$ cat src/rtl/pdio_pkg.sv
// Package: shared offsets and page codes for the paged open-drain I/O block.
// Assumes a 4-bit register offset space; the offsets below are behaviour that
// software relies on and must not move.
package pdio_pkg;
    localparam int unsigned ADDR_W = 4;

    localparam logic [ADDR_W-1:0] OFS_PEND     = 4'h6;
    localparam logic [ADDR_W-1:0] OFS_CTRL     = 4'h7;
    localparam logic [ADDR_W-1:0] OFS_WIN_LO   = 4'h8;
    localparam logic [ADDR_W-1:0] OFS_WIN_HI   = 4'hA;

    typedef enum logic [1:0] {
        PG_PORT  = 2'd0,
        PG_POLAR = 2'd1,
        PG_ENAB  = 2'd2,
        PG_IDENT = 2'd3
    } page_e;
endpackage

$ cat src/rtl/pdio_sync.sv
// Module: multi-stage synchronizer for asynchronous line levels.
// Assumes STAGES >= 1; every bit is synchronized on its own (no bus coherency).
module pdio_sync #(
    parameter int W      = 48,
    parameter int STAGES = 2
) (
    input  logic         clk,
    input  logic         rst_n,
    input  logic [W-1:0] d_i,
    output logic [W-1:0] q_o
);
    logic [W-1:0] chain [STAGES];

    // First stage captures the raw levels.
    always_ff @(posedge clk) begin
        if (!rst_n) chain[0] <= '0;
        else        chain[0] <= d_i;
    end

    for (genvar s = 1; s < STAGES; s++) begin : g_stage
        // Each further stage retimes the previous one.
        always_ff @(posedge clk) begin
            if (!rst_n) chain[s] <= '0;
            else        chain[s] <= chain[s-1];
        end
    end

    assign q_o = chain[STAGES-1];
endmodule

$ cat src/rtl/pdio_pagelock.sv
// Module: control byte holding the page field (bits 7:6) and per-port locks.
// Assumes NUM_PORTS <= 6 so the locks fit below the page field.
module pdio_pagelock
    import pdio_pkg::*;
#(
    parameter int NUM_PORTS = 6
) (
    input  logic                 clk,
    input  logic                 rst_n,
    input  logic                 wr_en_i,
    input  logic [7:0]           wdata_i,
    output page_e                page_o,
    output logic [NUM_PORTS-1:0] lock_o,
    output logic [7:0]           ctrl_o
);
    logic [7:0] ctrl_q;

    // Load the whole control byte on a decoded write.
    always_ff @(posedge clk) begin
        if (!rst_n)       ctrl_q <= 8'h00;
        else if (wr_en_i) ctrl_q <= wdata_i;
    end

    assign page_o = page_e'(ctrl_q[7:6]);
    assign lock_o = ctrl_q[NUM_PORTS-1:0];
    assign ctrl_o = ctrl_q;

    // a write lands in the control byte on the next edge.
    a_r4_ctrl_load: assert property (@(posedge clk) disable iff (!rst_n)
        wr_en_i |=> ctrl_o == $past(wdata_i));
    // without a write the control byte holds.
    a_r4_ctrl_hold: assert property (@(posedge clk) disable iff (!rst_n)
        !wr_en_i |=> $stable(ctrl_o));
endmodule

$ cat src/rtl/pdio_portbank.sv
// Module: bank of port registers driving open-drain pull-low enables.
// Assumes one write strobe per cycle; a set lock bit blocks writes to its port.
module pdio_portbank #(
    parameter int NUM_PORTS = 6,
    parameter int PORT_W    = 8,
    localparam int SEL_W    = (NUM_PORTS > 1) ? $clog2(NUM_PORTS) : 1,
    localparam int TOT_W    = NUM_PORTS * PORT_W
) (
    input  logic                 clk,
    input  logic                 rst_n,
    input  logic                 wr_en_i,
    input  logic [SEL_W-1:0]     sel_i,
    input  logic [PORT_W-1:0]    wdata_i,
    input  logic [NUM_PORTS-1:0] lock_i,
    output logic [TOT_W-1:0]     drive_o
);
    for (genvar p = 0; p < NUM_PORTS; p++) begin : g_port
        logic [PORT_W-1:0] port_q;
        logic              hit;

        assign hit = wr_en_i && (sel_i == SEL_W'(p));

        // Store this port's drive byte unless its lock is set.
        always_ff @(posedge clk) begin
            if (!rst_n)                port_q <= '0;
            else if (hit && !lock_i[p]) port_q <= wdata_i;
        end

        assign drive_o[p*PORT_W +: PORT_W] = port_q;

        // a locked port ignores writes.
        a_r5_locked_hold: assert property (@(posedge clk) disable iff (!rst_n)
            (hit && lock_i[p]) |=> $stable(drive_o[p*PORT_W +: PORT_W]));
        // an unlocked write reaches the pins on the next edge.
        a_r1_write_lands: assert property (@(posedge clk) disable iff (!rst_n)
            (hit && !lock_i[p]) |=> drive_o[p*PORT_W +: PORT_W] == $past(wdata_i));
    end
endmodule

$ cat src/rtl/pdio_port.sv
// Module: top of the paged open-drain I/O block. Decodes the offset space,
// routes writes to ports / control byte / paged window, and builds the
// registered read data. Assumes single-cycle strobes, never read and write
// together, and PORT_W equal to the 8-bit bus width.
module pdio_port
    import pdio_pkg::*;
#(
    parameter int NUM_PORTS   = 6,
    parameter int PORT_W      = 8,
    parameter int SYNC_STAGES = 2,
    localparam int SEL_W      = (NUM_PORTS > 1) ? $clog2(NUM_PORTS) : 1,
    localparam int TOT_W      = NUM_PORTS * PORT_W
) (
    input  logic              clk,
    input  logic              rst_n,
    input  logic [3:0]        bus_addr_i,
    input  logic [7:0]        bus_wdata_i,
    input  logic              bus_wr_i,
    input  logic              bus_rd_i,
    output logic [7:0]        bus_rdata_o,
    input  logic [TOT_W-1:0]  pin_in_i,
    output logic [TOT_W-1:0]  pin_drive_low_o,
    input  logic [7:0]        irq_pend_i,
    output logic [1:0]        pg_page_o,
    output logic [1:0]        pg_idx_o,
    output logic              pg_wr_o,
    output logic              pg_rd_o,
    output logic [7:0]        pg_wdata_o,
    input  logic [7:0]        pg_rdata_i
);
    logic                 port_hit, ctrl_hit, pend_hit, win_hit, win_live;
    page_e                page;
    logic [NUM_PORTS-1:0] lock;
    logic [7:0]           ctrl_byte;
    logic [TOT_W-1:0]     pin_sync;
    logic [PORT_W-1:0]    rb [NUM_PORTS];
    logic [7:0]           rd_next;
    logic [7:0]           rdata_q;

    // Offset decode for the fixed register map.
    always_comb begin
        port_hit = bus_addr_i < ADDR_W'(NUM_PORTS);
        ctrl_hit = bus_addr_i == OFS_CTRL;
        pend_hit = bus_addr_i == OFS_PEND;
        win_hit  = (bus_addr_i >= OFS_WIN_LO) && (bus_addr_i <= OFS_WIN_HI);
        win_live = win_hit && (page != PG_PORT);
    end

    pdio_sync #(.W(TOT_W), .STAGES(SYNC_STAGES)) u_sync (
        .clk   (clk),
        .rst_n (rst_n),
        .d_i   (pin_in_i),
        .q_o   (pin_sync)
    );

    pdio_pagelock #(.NUM_PORTS(NUM_PORTS)) u_ctrl (
        .clk     (clk),
        .rst_n   (rst_n),
        .wr_en_i (bus_wr_i && ctrl_hit),
        .wdata_i (bus_wdata_i),
        .page_o  (page),
        .lock_o  (lock),
        .ctrl_o  (ctrl_byte)
    );

    pdio_portbank #(.NUM_PORTS(NUM_PORTS), .PORT_W(PORT_W)) u_bank (
        .clk     (clk),
        .rst_n   (rst_n),
        .wr_en_i (bus_wr_i && port_hit),
        .sel_i   (bus_addr_i[SEL_W-1:0]),
        .wdata_i (bus_wdata_i),
        .lock_i  (lock),
        .drive_o (pin_drive_low_o)
    );

    // Inverted readback byte for every port.
    for (genvar p = 0; p < NUM_PORTS; p++) begin : g_rb
        assign rb[p] = ~pin_sync[p*PORT_W +: PORT_W];
    end

    // Forwarding of the paged window to the interrupt unit.
    assign pg_page_o  = page;
    assign pg_idx_o   = bus_addr_i[1:0];
    assign pg_wr_o    = bus_wr_i && win_live;
    assign pg_rd_o    = bus_rd_i && win_live;
    assign pg_wdata_o = bus_wdata_i;

    // Select the byte a read at the current offset returns.
    always_comb begin
        rd_next = 8'h00;
        for (int p = 0; p < NUM_PORTS; p++) begin
            if (bus_addr_i == ADDR_W'(p)) rd_next = rb[p];
        end
        if (pend_hit) rd_next = irq_pend_i;
        if (ctrl_hit) rd_next = ctrl_byte;
        if (win_live) rd_next = pg_rdata_i;
    end

    // Register read data for one cycle; idle cycles return zero.
    always_ff @(posedge clk) begin
        if (!rst_n)        rdata_q <= 8'h00;
        else if (bus_rd_i) rdata_q <= rd_next;
        else               rdata_q <= 8'h00;
    end

    assign bus_rdata_o = rdata_q;

    // no read strobe means zero data next cycle.
    a_r11_idle_zero: assert property (@(posedge clk) disable iff (!rst_n)
        !bus_rd_i |=> bus_rdata_o == 8'h00);
    // pending status is readable on any page.
    a_r8_pend_read: assert property (@(posedge clk) disable iff (!rst_n)
        (bus_rd_i && bus_addr_i == OFS_PEND) |=> bus_rdata_o == $past(irq_pend_i));
    // a live window read returns the unit's data.
    a_r6_win_read: assert property (@(posedge clk) disable iff (!rst_n)
        (bus_rd_i && win_hit && pg_page_o != 2'd0) |=> bus_rdata_o == $past(pg_rdata_i));
    // window reads on page 0 return zero.
    a_r7_page0_read: assert property (@(posedge clk) disable iff (!rst_n)
        (bus_rd_i && win_hit && pg_page_o == 2'd0) |=> bus_rdata_o == 8'h00);
    // nothing is forwarded while page 0 is selected.
    a_r7_page0_quiet: assert property (@(posedge clk) disable iff (!rst_n)
        (pg_page_o == 2'd0) |-> !(pg_wr_o || pg_rd_o));
endmodule

$ cat config.mk
export PLATFORM = sky130hd
export DESIGN_NAME = pdio_port
export DESIGN_NICKNAME = d
export VERILOG_FILES = /design/src/rtl/pdio_pkg.sv /design/src/rtl/pdio_sync.sv /design/src/rtl/pdio_pagelock.sv /design/src/rtl/pdio_portbank.sv /design/src/rtl/pdio_port.sv
export SDC_FILE = /design/constraint.sdc
export NUM_CORES = 1
export LEC_CHECK = 0
export BUFFER_PORTS_ARGS = -buffer_cell sky130_fd_sc_hd__clkbuf_2
export CAP_MARGIN = 20
export CELL_PAD_IN_SITES_DETAIL_PLACEMENT = 0
export CELL_PAD_IN_SITES_GLOBAL_PLACEMENT = 1
export CORE_MARGIN = 5
export CORE_UTILIZATION = 40
export DETAILED_ROUTE_END_ITERATION = 12
export GPL_TIMING_DRIVEN = 0
export PLACE_DENSITY = 0.86
export SLEW_MARGIN = 20
export SYNTH_ARGS = -nofsm -noshare
export SYNTH_HDL_FRONTEND = slang
export SYNTH_SLANG_ARGS = --single-unit
$ cat constraint.sdc
create_clock -name clk -period 2 [get_ports clk]
set_clock_uncertainty 0.05 [all_clocks]
set_input_delay 0.4 -clock clk [delete_from_list [all_inputs] [get_ports clk]]
set_output_delay 0.4 -clock clk [all_outputs]
set_load 0.03 [all_outputs]
==> impl_metrics.tcl, run 1 <==
set metrics [dict create \
    io_pins 150 \
    final-max-slew-violation-count 0 \
    critical_path.top_delay_family "simple AND/OR/NAND/NOR gates" \
    grt_pass1_vias 4311 \
    ant_nets 0 \
    worst-r2r-setup-slack_ns 0.44 \
    ir_worst_vdd_uv 526 \
    cpPeakStageDelay_ns 0.29 \
    timing.setup.tns_ns 0 \
    worst_skew_pair.late_latency_ns 0.42 \
    final_cell_count_no_fill 894 \
    cts.sinks 160 \
    timing_worst_slew_pin_value_ns 0.643 \
    initialDrtViolationCount 190 \
    firstDrtPassIters 4 \
    post_synthesis_to_final_layout_area_growth_pct 28.2 \
    worst_hold_path.endpoint "u_sync.chain[0][2]" \
    viasPerCell 4.64 \
    reg2regPathDepth 4 \
    fin_worst_hold_slack_ns 0.126 \
    grt_pass1_wl_um 22100 \
    count_of_inserted_antenna_diode_cells 0 \
    grt_max_degree 17 \
    worstHoldStart "pin_in_i[2]" \
    post-place-cells 858 \
    final_layout_size_suffix_gt1_frac 0.303 \
    yosys_warnings 0 \
    path_max_fanout 6 \
    port_buffers 148 \
    synthesis.area_mm2 0.00575 \
    period_share 0.972 \
    critPathArrivalTime_ns 1.49 \
    cap_viol_max_count 0 \
    run_status "completed" \
    synth.yosys.seq_area_share 0.557 \
    p_leak_nw 3.31 \
    cts_hold_buffers 0 \
    syn_inst 530 \
    final_layout_net_count 782 \
    clock_buffer_count_from_cts 17 \
    post-route-drc-count 0 \
    finalCriticalPeriod_ns 1.94 \
    detail_route.wl_per_cell_um 15.8 \
    cts_tree "done" \
    routed_wirelength_um 14100 \
    detailroute.via_count 4149 \
    cts_root_buffer "sky130_fd_sc_hd__clkbuf_16" \
    syn-num-nets 610 \
    crit_chain "clkbuf_2 > buf_8 > and2_2 > nor3_4 > and2_1 > clkbuf_8" \
    fp-row-count 43 \
    final-setup-viol-count 0 \
    category_of_the_critical_setup_timing_path "input pin to output pin" \
    grt_overflow 0 \
    maxSlewHeadroom 0.570 \
    grt_usage 0.171 \
    h-tree-depth 4 \
    antenna_found_initial 0 \
    critPathBufInv 3 \
    syn_avg_cell_area_um2 10.9 \
    finalWeightedCongestion 0.855 \
    worstHoldPathCells 2 \
    timing.rr.start "u_ctrl.ctrl_o[2]" \
    floorplan.die_area_mm2 0.0169 \
    clk_pin_slew_ns 0.06 \
    starting_density_of_the_core 0.411 \
    r2r-end "u_bank.g_port[2].port_q[5]" \
    min_path_type "input pin to register" \
    ys_seq_elements 160 \
    power_density_over_the_cells_mw_per_mm2 943 \
    dieWidth_um 130 \
    core_area_mm2 0.0140 \
    die_y_um 130 \
    achievable-frequency_mhz 515 \
    detailedPlacementHpwl_um 10900 \
    hold_viol_final 0 \
    synth_cell_types 32 \
    cpMaxStageDelayCell "sky130_fd_sc_hd__nor3_4" \
    cts-root-to-sink-buffers 2 \
    worst_setup_path_end_kind "output pin" \
    cp_data_required_time_ns 1.55 \
    cp_launch_type "input pin" \
]
-- report_power, final --
part	internal, mW	switching (mW)
sequential	3.30	0.0321
clock	1.80	1.31
combinational	0.229	0.287
total	5.32	1.63
-- sequential cells by signal (all words and copies together) (netlist names) --
name and flops:
bus_rdata_o 8, u_bank.g_port.port_q 48, u_ctrl.ctrl_o 8, u_sync.chain 96
-- worst reg2reg max path, delay by kind of cell, from the launching register on --
family	cells	cell delay, ns
flops	1	0.33
mux	1	0.37
simple gates	3	0.70
-- per-layer routing --
layer	up-vias	track usage	wire (µm)
li1	2098	-	-
met1	1938	0.215	6090
met2	96	0.286	7040
met3	17	0.0471	803
met4	0	0.0556	184
met5	-	0	0
-- cells by family after synthesis --
kind of cell,after synthesis,synth area share
simple gates,212,0.225
flops,160,0.557
mux,64,0.125
compound gates,52,0.0566
buf+inv,42,0.0368
-- cell type report --
cell class	instances	area, µm²
multi-input cells	328	2350
flip-flops and latches	160	3210
clock inverters	12	125
repair buffers	153	790
fillers	1283	6620
well taps	180	225
clock buffers	19	453
inverters	1	3.75
plain buffers	41	218
-- worst max-delay path by stage --
stage,startpoint,endpoint,depth (start not counted)
after global placement,bus_addr_i[1],bus_rdata_o[2],7
final,bus_addr_i[0],pg_wr_o,6
after global routing,bus_addr_i[0],pg_wr_o,6
after floorplan,bus_addr_i[0],pg_rd_o,4
after CTS,bus_addr_i[0],pg_rd_o,6
after detailed placement,bus_addr_i[1],bus_rdata_o[4],7
-- stage by stage --
step / utilization / setup WS (ns) / area, µm² / power, mW
2_1_floorplan: - / 0.120 / 5760 / 3.70
3_3_place_gp: 0.481 / -0.224 / 6720 / 3.90
3_5_place_dp: 0.481 / -0.263 / 6720 / 3.91
4_1_cts: 0.524 / 0.00487 / 7340 / 7.01
5_1_grt: 0.527 / -0.00767 / 7370 / 7.20
6_report: 0.527 / 0.0566 / 7370 / 6.95
-- cells in the final DEF (no fill, tap or decap), types with 6 or more instances in the layout --
cell type,count
sky130_fd_sc_hd__nand3_1,6
sky130_fd_sc_hd__nor2_1,12
sky130_fd_sc_hd__dfxtp_1,158
sky130_fd_sc_hd__clkbuf_2,146
sky130_fd_sc_hd__nor2b_1,59
sky130_fd_sc_hd__o21ai_1,8
sky130_fd_sc_hd__and2_1,105
sky130_fd_sc_hd__o31ai_1,6
sky130_fd_sc_hd__buf_4,19
sky130_fd_sc_hd__clkbuf_1,20
sky130_fd_sc_hd__clkbuf_16,17
sky130_fd_sc_hd__a21oi_1,6
sky130_fd_sc_hd__a21boi_0,8
sky130_fd_sc_hd__nand2_1,10
sky130_fd_sc_hd__mux2i_1,56
sky130_fd_sc_hd__o21ai_0,14
sky130_fd_sc_hd__mux4_2,6
-- synth_stat cells --
library cell | count | share of area
sky130_fd_sc_hd__nand2_1 | 10 | 0.0065
sky130_fd_sc_hd__a21oi_1 | 6 | 0.0052
sky130_fd_sc_hd__a21boi_0 | 8 | 0.010
sky130_fd_sc_hd__nand2b_1 | 4 | 0.0043
sky130_fd_sc_hd__nand3b_1 | 1 | 0.0013
sky130_fd_sc_hd__o21ai_0 | 14 | 0.012
sky130_fd_sc_hd__nand3_1 | 6 | 0.0052
sky130_fd_sc_hd__and3b_1 | 2 | 0.0030
sky130_fd_sc_hd__o22ai_1 | 2 | 0.0022
sky130_fd_sc_hd__dfxtp_1 | 160 | 0.56
sky130_fd_sc_hd__o21ai_1 | 8 | 0.0070
sky130_fd_sc_hd__mux4_2 | 6 | 0.023
sky130_fd_sc_hd__clkbuf_1 | 20 | 0.013
sky130_fd_sc_hd__nand4bb_1 | 1 | 0.0020
sky130_fd_sc_hd__o221ai_1 | 2 | 0.0030
sky130_fd_sc_hd__buf_2 | 4 | 0.0035
sky130_fd_sc_hd__and2_1 | 106 | 0.12
sky130_fd_sc_hd__or3_1 | 4 | 0.0043
sky130_fd_sc_hd__buf_4 | 13 | 0.017
sky130_fd_sc_hd__o31ai_1 | 6 | 0.0078
sky130_fd_sc_hd__mux2_2 | 2 | 0.0039
sky130_fd_sc_hd__nor3_4 | 2 | 0.0057
sky130_fd_sc_hd__a211oi_1 | 2 | 0.0026
sky130_fd_sc_hd__buf_1 | 4 | 0.0026
sky130_fd_sc_hd__nor3_1 | 1 | 0.00087
sky130_fd_sc_hd__nor2b_1 | 59 | 0.064
sky130_fd_sc_hd__nor2_1 | 13 | 0.0085
sky130_fd_sc_hd__o32ai_1 | 4 | 0.0061
sky130_fd_sc_hd__mux2i_1 | 56 | 0.097
sky130_fd_sc_hd__inv_1 | 1 | 0.00065
sky130_fd_sc_hd__or3b_1 | 1 | 0.0015
sky130_fd_sc_hd__nand4_1 | 2 | 0.0022
-- timing repair --
action | CTS | global route
pin swaps | 2 | 3
endpoints found under the setup margin | 2 | 2
buffers inserted | 1 | 4
cloned | 0 | 0
resized for setup | 9 | 3
Power figures use the tool's default switching activity.
==> inputs of run 2 (changes only) <==
ABC_AREA = 1   (was unset)
CORE_UTILIZATION = 37   (was 40)
GPL_ROUTABILITY_DRIVEN = 0   (was unset)
PLACE_DENSITY = 0.85   (was 0.86)
==> run 2 against run 1 <==
Compared with the run above:
- design area down 1.1%
- sequential share of layout area up 0.47 points
- wire length shrank 0.55%
- critical path depth shrank 2
- power is 2.3% higher
- sequential cell count unchanged
- global-route usage down 0.94 points
- sequential power about the same
- critical path type is now register to output pin
- largest power group unchanged
==> impl_metrics.tcl, run 2 <==
set metrics [dict create \
    final-max-slew-violation-count 0 \
    post-route-util 0.482 \
    p_leak_nw 3.89 \
    synth_cell_types 21 \
    yosys_warnings 0 \
    worst-r2r-setup-slack_ns 0.78 \
    worst_setup_path_end_kind "output pin" \
    cts_root_buffer "sky130_fd_sc_hd__clkbuf_16" \
    worst_skew_pair.late_latency_ns 0.41 \
    synthesis.area_mm2 0.00570 \
    cp_launch_type "register" \
    synth.largest_area_cell "sky130_fd_sc_hd__dfxtp_1" \
    design_power_total_mw 7.11 \
    reg2regPathDepth 5 \
    post-route-drc-count 0 \
    starting_density_of_the_core 0.376 \
    routed_wirelength_um 14000 \
    detail_route.wl_per_cell_um 12.7 \
    hold_viol_final 0 \
    cts_setup_buffers 0 \
    achievable-frequency_mhz 523 \
    timing.rr.start "u_ctrl.ctrl_o[1]" \
    register_area_mm2 0.00321 \
    async_flop_share 0 \
    cts_tree "done" \
    synth_top_cell_area_share 0.562 \
    floorplan.die_area_mm2 0.0180 \
    path_max_fanout 10 \
    power_density_over_the_cells_mw_per_mm2 975 \
    syn_avg_cell_area_um2 7.71 \
    synth.yosys.seq_area_share 0.562 \
    synth_enable_flop_cells 0 \
    ant_nets 0 \
    cpPeakStageDelay_ns 0.34 \
    post_synthesis_to_final_layout_area_growth_pct 27.9 \
    cts.sinks 160 \
    ys_seq_elements 160 \
    fp-row-count 45 \
    cts-root-to-sink-buffers 2 \
    grt_max_degree 17 \
    die_y_um 134 \
    ys_top_cells_by_area "sky130_fd_sc_hd__dfxtp_1, sky130_fd_sc_hd__inv_1, sky130_fd_sc_hd__nor2_1, sky130_fd_sc_hd__nand2_1, sky130_fd_sc_hd__o21ai_0" \
    cpMaxStageDelayCell "sky130_fd_sc_hd__dfxtp_2" \
    core_area_mm2 0.0151 \
    layout_top_registers "u_sync.chain (96), u_bank.g_port.port_q (48)" \
    ys_top_cells_by_count "sky130_fd_sc_hd__dfxtp_1, sky130_fd_sc_hd__inv_1, sky130_fd_sc_hd__nor2_1, sky130_fd_sc_hd__nand2_1, sky130_fd_sc_hd__o21ai_0" \
    category_of_the_critical_setup_timing_path "register to output pin" \
    grt_overflow 0 \
    maxSlewHeadroom 0.584 \
    final_layout_net_count 984 \
    h-tree-depth 4 \
    syn_inst 739 \
    syn-num-nets 819 \
    antenna_found_initial 2 \
    io_pins 150 \
    grt_pass1_vias 4694 \
    clk_pin_slew_ns 0.06 \
    yosysMostFrequentCell "sky130_fd_sc_hd__dfxtp_1" \
    crit_chain "o2111ai_4 > buf_6 > nor2_1 > clkbuf_4" \
    timing_worst_slew_pin_value_ns 0.624 \
    layout_commonest_cell "sky130_fd_sc_hd__dfxtp_1" \
    period_share 0.956 \
    grt_usage 0.162 \
    final_layout_size_suffix_gt1_frac 0.243 \
    grt_setup_unrepaired "no" \
    layout.cells.most_common_list "sky130_fd_sc_hd__dfxtp_1, sky130_fd_sc_hd__clkbuf_2, sky130_fd_sc_hd__inv_1" \
    dieWidth_um 134 \
    cp_data_required_time_ns 1.55 \
    ir_worst_vdd_uv 608 \
    worst_hold_path.endpoint "u_sync.chain[0][17]" \
    largest_reg_flops 96 \
    count_of_inserted_antenna_diode_cells 0 \
    critPathArrivalTime_ns 1.46 \
    firstDrtPassIters 4 \
    initialDrtViolationCount 208 \
    fillCellCount 1580 \
    final-setup-viol-count 0 \
    port_buffers 146 \
    run_status "completed" \
    clock_buffer_count_from_cts 17 \
    cap_viol_max_count 0 \
    multiInputGateArea_mm2 0.00176 \
    r2r-end "u_bank.g_port[1].port_q[1]" \
    viasPerCell 4.27 \
    worstHoldStart "pin_in_i[17]" \
    finalCriticalPeriod_ns 1.91 \
    worstHoldPathCells 3 \
    detailroute.via_count 4714 \
    min_path_type "input pin to register" \
    detailedPlacementHpwl_um 10400 \
    grt_pass1_wl_um 23000 \
    most_flop_heavy_register "u_sync.chain" \
    synth_flop_cell "sky130_fd_sc_hd__dfxtp_1" \
]
-- run 2: worst max-delay path: cells and delay by family, from the launching register on --
kind,cells,cell delay [ns]
AOI/OAI and AO/OA,1,0.28
buffers and inverters,2,0.38
DFF,1,0.34
and+or+nand+nor,1,0.05
-- run 2: cell type report --
class,instances,share of cell area
Tap cell,188,0.0323
Clock inverter,11,0.0175
Inverter,152,0.0782
Clock buffer,21,0.0645
Multi-Input combinational cell,392,0.241
Sequential cell,160,0.440
Buffer,35,0.0266
Timing Repair Buffer,146,0.101
-- run 2: metal layers --
layer | GRT usage | share of wire | up-vias
met3 | 0.0544 | 0.062 | 25
met5 | 0 | 0.0022 | -
li1 | - | - | 2520
met1 | 0.202 | 0.47 | 2035
met2 | 0.265 | 0.45 | 130
met4 | 0.0503 | 0.016 | 4
-- run 2: worst max path at each step --
stage                startpoint       to  slack [ns]  cells past startpoint
2_1_floorplan     bus_addr_i[1]  pg_rd_o        0.04                      5
3_3_place_gp      bus_addr_i[1]  pg_wr_o     -0.0007                      6
3_5_place_dp      bus_addr_i[1]  pg_wr_o       -0.03                      6
4_1_cts        u_ctrl.ctrl_o[7]  pg_wr_o        0.01                      4
5_1_grt        u_ctrl.ctrl_o[6]  pg_wr_o        0.01                      4
6_report       u_ctrl.ctrl_o[6]  pg_wr_o        0.09                      4
-- run 2: power breakdown --
group,leakage (nW),internal (mW),switching (mW)
Combinational,2.29,0.192,0.359
Clock,0.286,1.95,1.27
Sequential,1.31,3.31,0.0351
Total,3.89,5.45,1.67
-- run 2: metrics by stage --
step | std cells | setup WS, ns | area, µm² | hold slack (ns) | setup TNS, ns
after floorplan | 739 | 0.0450 | 5700 | 0.340 | 0
after global placement | 1073 | -0.000727 | 6670 | 0.346 | -0.000727
after detailed placement | 1073 | -0.0330 | 6670 | 0.349 | -0.0373
after CTS | 1105 | 0.0147 | 7290 | 0.102 | 0
after global routing | 1105 | 0.0149 | 7290 | 0.107 | 0
final | 1105 | 0.0871 | 7290 | 0.114 | 0
-- run 2: logic make-up after synthesis --
logic type | synth area share
DFF | 0.562
and+or+nand+nor | 0.233
AOI/OAI and AO/OA | 0.0718
buffers and inverters | 0.133
-- run 2: repair_timing --
action / CTS / global route
hold buffers: 0 / 0
gates resized for setup: 5 / 3
endpoints found under the setup margin: 2 / 2
==> inputs of run 3 (changes only) <==
CORE_UTILIZATION = 40   (was 37)
PLACE_DENSITY = 0.91   (was 0.85)
clock period = 2.3 ns   (was 2 ns; I/O delays follow)
==> run 3 against run 2 <==
Compared with the run above:
- register-to-register slack gained 0.28 ns
- combinational power shrank 14%
- first-iteration DRC count grew 26%
- utilization grew 3.9 points
- cell count shrank 0.72%
==> impl_metrics.tcl, run 3 (same netlist as run 2, synthesis figures left out) <==
set metrics [dict create \
    initialDrtViolationCount 263 \
    critPathArrivalTime_ns 1.59 \
    period_share 0.911 \
    min_path_type "input pin to register" \
    core_area_mm2 0.0139 \
    grt_max_degree 17 \
    antenna_found_initial 1 \
    fillCellCount 1434 \
    path_max_fanout 10 \
    most_flop_heavy_register "u_sync.chain" \
    worst_setup_path_end_kind "output pin" \
    cpMaxStageDelayCell "sky130_fd_sc_hd__dfxtp_1" \
    timing.rr.start "u_ctrl.ctrl_o[6]" \
    cp_launch_type "register" \
    layout.cells.most_common_list "sky130_fd_sc_hd__dfxtp_1, sky130_fd_sc_hd__clkbuf_2, sky130_fd_sc_hd__inv_1" \
    layout_commonest_cell "sky130_fd_sc_hd__dfxtp_1" \
    power_density_over_the_cells_mw_per_mm2 849 \
    register_area_mm2 0.00320 \
    final-setup-viol-count 0 \
    final.setup.worst_slack_ns 0.204 \
    grt_usage 0.168 \
    final_layout_size_suffix_gt1_frac 0.238 \
    routed_wirelength_um 13400 \
    critPathBufInv 2 \
    grt_overflow 0 \
    cts_root_buffer "sky130_fd_sc_hd__clkbuf_16" \
    starting_density_of_the_core 0.409 \
    p_leak_nw 3.88 \
    critical_path.top_delay_family "buffers and inverters" \
    timing_worst_slew_pin_value_ns 0.614 \
    ir_worst_vdd_uv 549 \
    port_buffers 146 \
    count_of_inserted_antenna_diode_cells 0 \
    worstHoldPathCells 3 \
    detailroute.via_count 4755 \
    final_layout_net_count 984 \
    worst_hold_path.endpoint "u_sync.chain[0][19]" \
    hold_viol_final 0 \
    ant_nets 0 \
    run_status "completed" \
    io_pins 150 \
    fin_worst_hold_slack_ns 0.165 \
    detailedPlacementHpwl_um 10100 \
    floorplan.die_area_mm2 0.0167 \
    worst_skew_pair.late_latency_ns 0.42 \
    layout_top_registers "u_sync.chain (96), u_bank.g_port.port_q (48)" \
    multiInputGateArea_mm2 0.00175 \
    post_synthesis_to_final_layout_area_growth_pct 27.2 \
    finalCriticalPeriod_ns 2.10 \
    worst-r2r-setup-slack_ns 1.06 \
    grt_pass1_vias 4502 \
    cts_setup_buffers 0 \
    cap_viol_max_count 0 \
    crit_chain "o2111ai_2 > buf_2 > nor2_1 > clkbuf_2" \
    fp-row-count 43 \
    cts_tree "done" \
    cts-root-to-sink-buffers 2 \
    worstHoldStart "pin_in_i[19]" \
    firstDrtPassIters 4 \
    cpPeakStageDelay_ns 0.33 \
    pre_cts_slack_ns 0.176 \
    clk_pin_slew_ns 0.06 \
    design_power_total_mw 6.16 \
    cts.sinks 160 \
    die_y_um 129 \
    h-tree-depth 4 \
    maxSlewHeadroom 0.591 \
    final-max-slew-violation-count 0 \
    post-route-drc-count 0 \
    timing.setup.tns_ns 0 \
    clock_buffer_count_from_cts 17 \
    grt_setup_unrepaired "no" \
    cp_data_required_time_ns 1.79 \
    grt_pass1_wl_um 21600 \
    viasPerCell 4.33 \
    category_of_the_critical_setup_timing_path "register to output pin" \
    largest_reg_flops 96 \
    achievable-frequency_mhz 477 \
    reg2regPathDepth 4 \
    detail_route.wl_per_cell_um 12.2 \
    r2r-end "bus_rdata_o[3]" \
    dieWidth_um 129 \
    post-route-util 0.520 \
]
[run 3: cell types whose count changed in the layout (fill, tap and decap cells not counted), sizes merged]
cell / before / now
clkinvlp: 3 / 1
clkinv: 3 / 5
buf: 20 / 19
bufinv: 2 / 3
clkbuf: 182 / 184
inv: 155 / 153
[run 3: cell type report]
cell class | instances | area share
repair buffers | 146 | 0.101
inverters | 152 | 0.0787
flip-flops and latches | 160 | 0.442
well taps | 180 | 0.0311
clock buffers | 22 | 0.0626
clock inverters | 10 | 0.0186
plain buffers | 35 | 0.0259
multi-input cells | 392 | 0.241
[run 3: worst max-delay path by stage]
stage | slack [ns] | end | from | depth (start not counted)
after floorplan | 0.22 | pg_rd_o | bus_addr_i[1] | 5
final | 0.20 | pg_wr_o | u_ctrl.ctrl_o[6] | 4
after detailed placement | 0.18 | pg_wr_o | bus_addr_i[1] | 6
after CTS | 0.02 | pg_wr_o | u_ctrl.ctrl_o[6] | 4
after global routing | 0.05 | pg_wr_o | u_ctrl.ctrl_o[6] | 4
after global placement | 0.19 | pg_wr_o | bus_addr_i[1] | 6
[run 3: what timing repair did]
action,4_1_cts,5_1_grt
hold buffers,0,0
hold endpoints to repair,0,0
setup endpoints to repair,0,2
gates resized for setup,0,1
[run 3: power breakdown]
group          switching [mW]  internal [mW]  leakage (nW)
Combinational           0.305          0.166          2.28
Sequential             0.0310           2.88          1.31
Clock                    1.05           1.73         0.288
Total                    1.38           4.77          3.88
[run 3: layer usage]
metal,track usage,routed length (µm),vias to the layer above
met2,0.271,6180,144
met3,0.0565,1040,25
met5,0,13,-
met4,0.0679,291,2
li1,-,-,2535
met1,0.207,5850,2049
[run 3: through the flow]
stage	std cells	instance area, µm²
2_1_floorplan	739	5700
3_3_place_gp	1065	6660
3_5_place_dp	1065	6660
4_1_cts	1097	7250
5_1_grt	1097	7250
6_report	1097	7250
[run 3: worst reg2reg max path, cell delays in order (launching register included)]
cell and delay (ns):
sky130_fd_sc_hd__dfxtp_1 0.33, sky130_fd_sc_hd__o2111ai_2 0.33, sky130_fd_sc_hd__buf_2 0.27, sky130_fd_sc_hd__o21ai_0 0.10
sky130_fd_sc_hd__nor2_1 0.11
